[config.mk]
export PLATFORM = sky130hd
export DESIGN_NAME = ow_byte_xfer
export DESIGN_NICKNAME = d
export VERILOG_FILES = /design/src/rtl/ow_xfer_pkg.sv /design/src/rtl/ow_xfer_ctrl.sv /design/src/rtl/ow_xfer_shreg.sv /design/src/rtl/ow_xfer_pullup.sv /design/src/rtl/ow_byte_xfer.sv
export SDC_FILE = /design/constraint.sdc
export NUM_CORES = 1
export LEC_CHECK = 0
export ABC_CLOCK_PERIOD_IN_PS = 3200
export BUFFER_PORTS_ARGS = -buffer_cell sky130_fd_sc_hd__buf_2
export CAP_MARGIN = 20
export CORE_MARGIN = 1
export CORE_UTILIZATION = 40
export DETAILED_ROUTE_END_ITERATION = 16
export PLACE_DENSITY = 0.72
export SETUP_SLACK_MARGIN = 0.02
export SYNTH_ARGS = -nofsm -noshare
export SYNTH_HDL_FRONTEND = slang
export SYNTH_HIERARCHICAL = 1
export SYNTH_SLANG_ARGS = --single-unit
[constraint.sdc]
create_clock -name clk -period 3.2 [get_ports clk]
set_input_delay 0.16 -clock clk [delete_from_list [all_inputs] [get_ports clk]]
set_output_delay 0.16 -clock clk [all_outputs]
set_load 0.01 [all_outputs]
[src/rtl/ow_xfer_pkg.sv]
package ow_xfer_pkg;
  typedef enum logic [0:0] {
    XS_IDLE = 1'b0,
    XS_SLOT = 1'b1
  } xfer_state_e;
endpackage

[src/rtl/ow_xfer_ctrl.sv]
// Slot sequencer: counts bit-engine completions and frames one byte.
module ow_xfer_ctrl
  import ow_xfer_pkg::*;
#(
  parameter int BYTE_W = 8
) (
  input  logic clk,
  input  logic rst_n,
  input  logic in_valid,
  input  logic bit_done,
  output logic in_ready,
  output logic accept,
  output logic bit_req,
  output logic slot_fire,
  output logic last_fire,
  output logic byte_done
);
  localparam int CNT_W = (BYTE_W > 1) ? $clog2(BYTE_W) : 1;
  localparam logic [CNT_W-1:0] LAST_IDX = CNT_W'(BYTE_W - 1);

  xfer_state_e       state_q;
  logic [CNT_W-1:0]  slot_q;
  logic              done_q;

  assign in_ready  = (state_q == XS_IDLE);
  assign bit_req   = (state_q == XS_SLOT);
  assign accept    = in_valid && in_ready;
  assign slot_fire = bit_req && bit_done;
  assign last_fire = slot_fire && (slot_q == LAST_IDX);
  assign byte_done = done_q;

  always_ff @(posedge clk or negedge rst_n) begin
    if (!rst_n) begin
      state_q <= XS_IDLE;
      slot_q  <= '0;
      done_q  <= 1'b0;
    end else begin
      done_q <= last_fire;
      unique case (state_q)
        XS_IDLE: begin
          if (accept) begin
            state_q <= XS_SLOT;
            slot_q  <= '0;
          end
        end
        XS_SLOT: begin
          if (last_fire) begin
            state_q <= XS_IDLE;
            slot_q  <= '0;
          end else if (slot_fire) begin
            slot_q <= slot_q + 1'b1;
          end
        end
        default: state_q <= XS_IDLE;
      endcase
    end
  end
endmodule

[src/rtl/ow_xfer_shreg.sv]
// Full-duplex shift register: LSB leaves on the bus, sampled bit enters at top.
module ow_xfer_shreg #(
  parameter int BYTE_W = 8
) (
  input  logic              clk,
  input  logic              rst_n,
  input  logic              load,
  input  logic              load_rd,
  input  logic [BYTE_W-1:0] load_val,
  input  logic              shift,
  input  logic              rx_bit,
  output logic              tx_bit,
  output logic [BYTE_W-1:0] word
);
  localparam logic [BYTE_W-1:0] ALL_ONES = {BYTE_W{1'b1}};

  logic [BYTE_W-1:0] q;
  logic [BYTE_W-1:0] next_load;

  // Read is a write of all ones: the bus is released in every slot.
  assign next_load = load_rd ? ALL_ONES : load_val;

  always_ff @(posedge clk or negedge rst_n) begin
    if (!rst_n) begin
      q <= '0;
    end else if (load) begin
      q <= next_load;
    end else if (shift) begin
      q <= {rx_bit, q[BYTE_W-1:1]};
    end
  end

  assign tx_bit = q[0];
  assign word   = q;
endmodule

[src/rtl/ow_xfer_pullup.sv]
// Strong pull-up control: armed per byte, fires after the final slot only.
module ow_xfer_pullup (
  input  logic clk,
  input  logic rst_n,
  input  logic accept,
  input  logic want,
  input  logic last_fire,
  input  logic off,
  output logic spu_en
);
  logic armed_q;
  logic en_q;

  always_ff @(posedge clk or negedge rst_n) begin
    if (!rst_n) begin
      armed_q <= 1'b0;
    end else if (accept) begin
      armed_q <= want;
    end else if (last_fire) begin
      armed_q <= 1'b0;
    end
  end

  always_ff @(posedge clk or negedge rst_n) begin
    if (!rst_n) begin
      en_q <= 1'b0;
    end else if (off || accept) begin
      en_q <= 1'b0;
    end else if (last_fire && armed_q) begin
      en_q <= 1'b1;
    end
  end

  assign spu_en = en_q;
endmodule

[src/rtl/ow_byte_xfer.sv]
module ow_byte_xfer #(
  parameter int BYTE_W = 8
) (
  input  logic              clk,
  input  logic              rst_n,
  input  logic              in_valid,
  output logic              in_ready,
  input  logic [BYTE_W-1:0] in_data,
  input  logic              in_rd,
  input  logic              in_spu,
  output logic              bit_req,
  output logic              bit_tx,
  input  logic              bit_done,
  input  logic              bit_rx,
  output logic              byte_done,
  output logic [BYTE_W-1:0] rx_byte,
  input  logic              spu_off,
  output logic              spu_en
);
  logic accept;
  logic slot_fire;
  logic last_fire;

  ow_xfer_ctrl #(.BYTE_W(BYTE_W)) u_ctrl (
    .clk       (clk),
    .rst_n     (rst_n),
    .in_valid  (in_valid),
    .bit_done  (bit_done),
    .in_ready  (in_ready),
    .accept    (accept),
    .bit_req   (bit_req),
    .slot_fire (slot_fire),
    .last_fire (last_fire),
    .byte_done (byte_done)
  );

  ow_xfer_shreg #(.BYTE_W(BYTE_W)) u_shreg (
    .clk      (clk),
    .rst_n    (rst_n),
    .load     (accept),
    .load_rd  (in_rd),
    .load_val (in_data),
    .shift    (slot_fire),
    .rx_bit   (bit_rx),
    .tx_bit   (bit_tx),
    .word     (rx_byte)
  );

  ow_xfer_pullup u_pullup (
    .clk       (clk),
    .rst_n     (rst_n),
    .accept    (accept),
    .want      (in_spu),
    .last_fire (last_fire),
    .off       (spu_off),
    .spu_en    (spu_en)
  );
endmodule

==> impl_results.md <==
- Status: finished, final reports clean
- Synthesized Nets: a little under 80
- Post-synthesis sequential area ratio: 49.3%
- Total number of vias: between 500 and 600
- GRT Residual Overflow: 0
- Endpoints failing setup: 0
- Maximum clock frequency: just under 700 MHz
- IR drop worst, VDD: roughly 0.38 mV
- Ports: 29
- Max Cap Viol: 0
- Nets: ~110
- Longest Clk Path Bufs: 2
- CTS clk-pin slew, worst paths: roughly 0.09 ns
- Final hold violation count: 0
- Pin count of the biggest net entering global routing: 16
- Static Leak: 0.472 nW
- Initial antenna violation count: 0
- Synthesized area per cell: 12.9 um^2
- Worst Path Buf+Inv: 0
- R2r setup slk: between 1.5 and 2 ns
- CP max stage delay: ~0.48 ns
- CP required: between 3 and 4 ns
- HPWL Detailed: between 1 and 1.5 mm
- Worst slew margin: 77.6%
- Layout cells sized above 1: a little under half
- Cell Rows: 15
- Crit path capture type: flip-flop
- Synthesized cell area: roughly 760 um^2
- Post-layout min period: around 1.5 ns
- Count of input and output buffers: 28
- HP Class: input pin to flip-flop
- ANT nets after route: 0
- Synthesis-to-layout area growth: 22.7%
- Tot GR Track Use: around 14%
- Pre-antenna DRT Iters: 3
- Max Slew Vio Count: 0
- Postcts setup bufs: 0
- PwrDens: about 800 nW/um^2
- Syn. warnings: 6
- Drt via density: ~4.8
- First-pass GRT wire length: slightly above 2 mm
- DIE AREA: about 2100 um^2
- Clock Latency Late Sink: 0.27 ns
- Design Power: 0.000749 W
- Clk sinks: 15
- TNS Setup: 0 ns
- CTS tree: yes
- Unique masters post-synth: 22
- H-tree levels: 1
- Vias in the first global route: between 400 and 500
- Worst path cell trace: and2_2 -> mux2_4 -> o22a_1
- Post-Syn Instances: approximately 60
- Root Buffer: clkbuf_4
- Slowest cell on the critical path: dfrtp_1
- Post-route clock skew: approximately 0.0040 ns
- Final period util: a little under half
- Setup CP Type: flip-flop to flip-flop
- Seq cells post-synth: 15
- Worst Path Max Fanout: 10
- Total length of routed wires: roughly 1.4 mm
- WL per Instance: 12.1 um
- Residual DRC: 0
- Die Y: roughly 46 um
- Initial DRC count: 2
- Die width: around 46 um
- Initial Util: 43.6%
- CP arrival: approximately 1.6 ns
- RSZ-0062 raised after global routing: false
- Resized Gates After CTS: 0
- Worst Max-Slew Pin Slew: around 0.34 ns
- Core Area: approximately 1700 um^2
- CTS Buf Count: 3
- Top Family by Delay on Critical Path: flip-flops
- Gpl congestion: between 0.6 and 0.7
- Worst setup SP type: flip-flop
- Ant diodes: 0
-- routing by layer --
metal	global-route usage [%]	part of all wire, %	wire length (um)
met2	20.6	47	646
met1	19.4	49	663
met3	4.76	2.9	40
met4	7.27	0.88	12
met5	0	0	0
-- where the power goes --
group	internal, W	switching (W)	total, W
registers	0.000267	0.0000628	0.000330
clock network	0.0000482	0.0000565	0.000105
logic	0.000185	0.000129	0.000314
-- per-stage QoR --
| stage | util, % | area [um^2] | instances | setup slack [ns] | hold slack, ns |
|---|---|---|---|---|---|
| after floorplan | - | 761 | 59 | 1.78 | -0.136 |
| after global placement | 51.4 | 897 | 108 | 1.79 | 0.0806 |
| after detailed placement | 51.4 | 897 | 108 | 1.75 | 0.0846 |
| after CTS | 53.5 | 933 | 113 | 1.74 | 0.0217 |
| after global routing | 53.5 | 933 | 113 | 1.67 | 0.0213 |
| final | 53.5 | 933 | 113 | 1.74 | 0.0339 |
-- worst register-to-register path, delay by kind of cell, from the launching register on --
family / cells / cell delay, ns
flip-flops: 1 / 0.48
AO/OA/AOI/OAI: 1 / 0.18
multiplexers: 1 / 0.33
AND/OR/NAND/NOR: 1 / 0.36
-- cells in the final DEF, fill, tap and decap left out, drive strengths merged --
cell type | Yosys | final
nand3b | 1 | 1
o22a | 6 | 6
dlygate4sd3 | 0 | 1
ha | 2 | 2
nor2 | 6 | 6
nand4b | 1 | 1
dfrtp | 15 | 15
and2 | 1 | 1
o2bb2ai | 1 | 1
nand2b | 1 | 1
mux2 | 6 | 6
a21oi | 1 | 1
clkbuf | 1 | 4
and3 | 1 | 1
nor3 | 1 | 1
and2b | 1 | 1
or3b | 1 | 1
nand3 | 1 | 1
inv | 1 | 1
buf | 3 | 28
mux2i | 6 | 6
a22o | 2 | 2
-- flip-flops by register name, indices dropped and copies added (netlist names) --
name              count
u_ctrl/bit_req        1
u_ctrl/byte_done      1
u_ctrl/slot_q         3
u_pullup/armed_q      1
u_pullup/spu_en       1
u_shreg/word          8
-- synthesized netlist by cell type --
cell type	n	area, um^2
a21oi_1	1	5.00
a22o_1	2	17.5
and2_2	1	7.51
and2b_2	1	8.76
and3_2	1	7.51
buf_4	1	7.51
buf_6	2	22.5
clkbuf_2	1	5.00
dfrtp_1	15	375
ha_1	2	25.0
inv_1	1	3.75
mux2_4	6	90.1
mux2i_1	6	60.1
nand2b_1	1	6.26
nand3_1	1	5.00
nand3b_1	1	7.51
nand4b_1	1	8.76
nor2_1	6	22.5
nor3_1	1	5.00
o22a_1	6	52.6
o2bb2ai_1	1	8.76
or3b_1	1	8.76
-- logic make-up after synthesis --
kind of cell	Yosys count	synth area share [%]
flip-flops	15	49.3
adder cells (fa/ha/maj)	2	3.29
buffers and inverters	5	5.10
AO/OA/AOI/OAI	10	11.0
AND/OR/NAND/NOR	15	11.5
multiplexers	12	19.7
-- final timing paths --
path | start | endpoint | cells after the start
max | u_ctrl/bit_req | u_shreg/word[3] | 3
min | spu_off | u_pullup/spu_en | 2
max reg2reg | u_ctrl/bit_req | u_shreg/word[3] | 3
min reg2reg | u_pullup/armed_q | u_pullup/armed_q | 1
max in group asynchronous | rst_n | u_shreg/word[3] | 2
min in group asynchronous | rst_n | u_ctrl/byte_done | 2
-- repair_timing --
action                                  CTS  global route
endpoints found under the hold margin    15             0
hold buffers                              1             0
endpoints found under the setup margin    0             0
-- cell type report --
| type | count | area, um^2 |
|---|---|---|
| Inverter | 1 | 3.75 |
| Tap cell | 25 | 31.3 |
| Timing Repair Buffer | 29 | 150 |
| Fill cell | 168 | 812 |
| Clock buffer | 4 | 26.3 |
| Sequential cell | 15 | 375 |
| Multi-Input combinational cell | 39 | 347 |
Note: power is estimated with default switching activity, not from simulation.
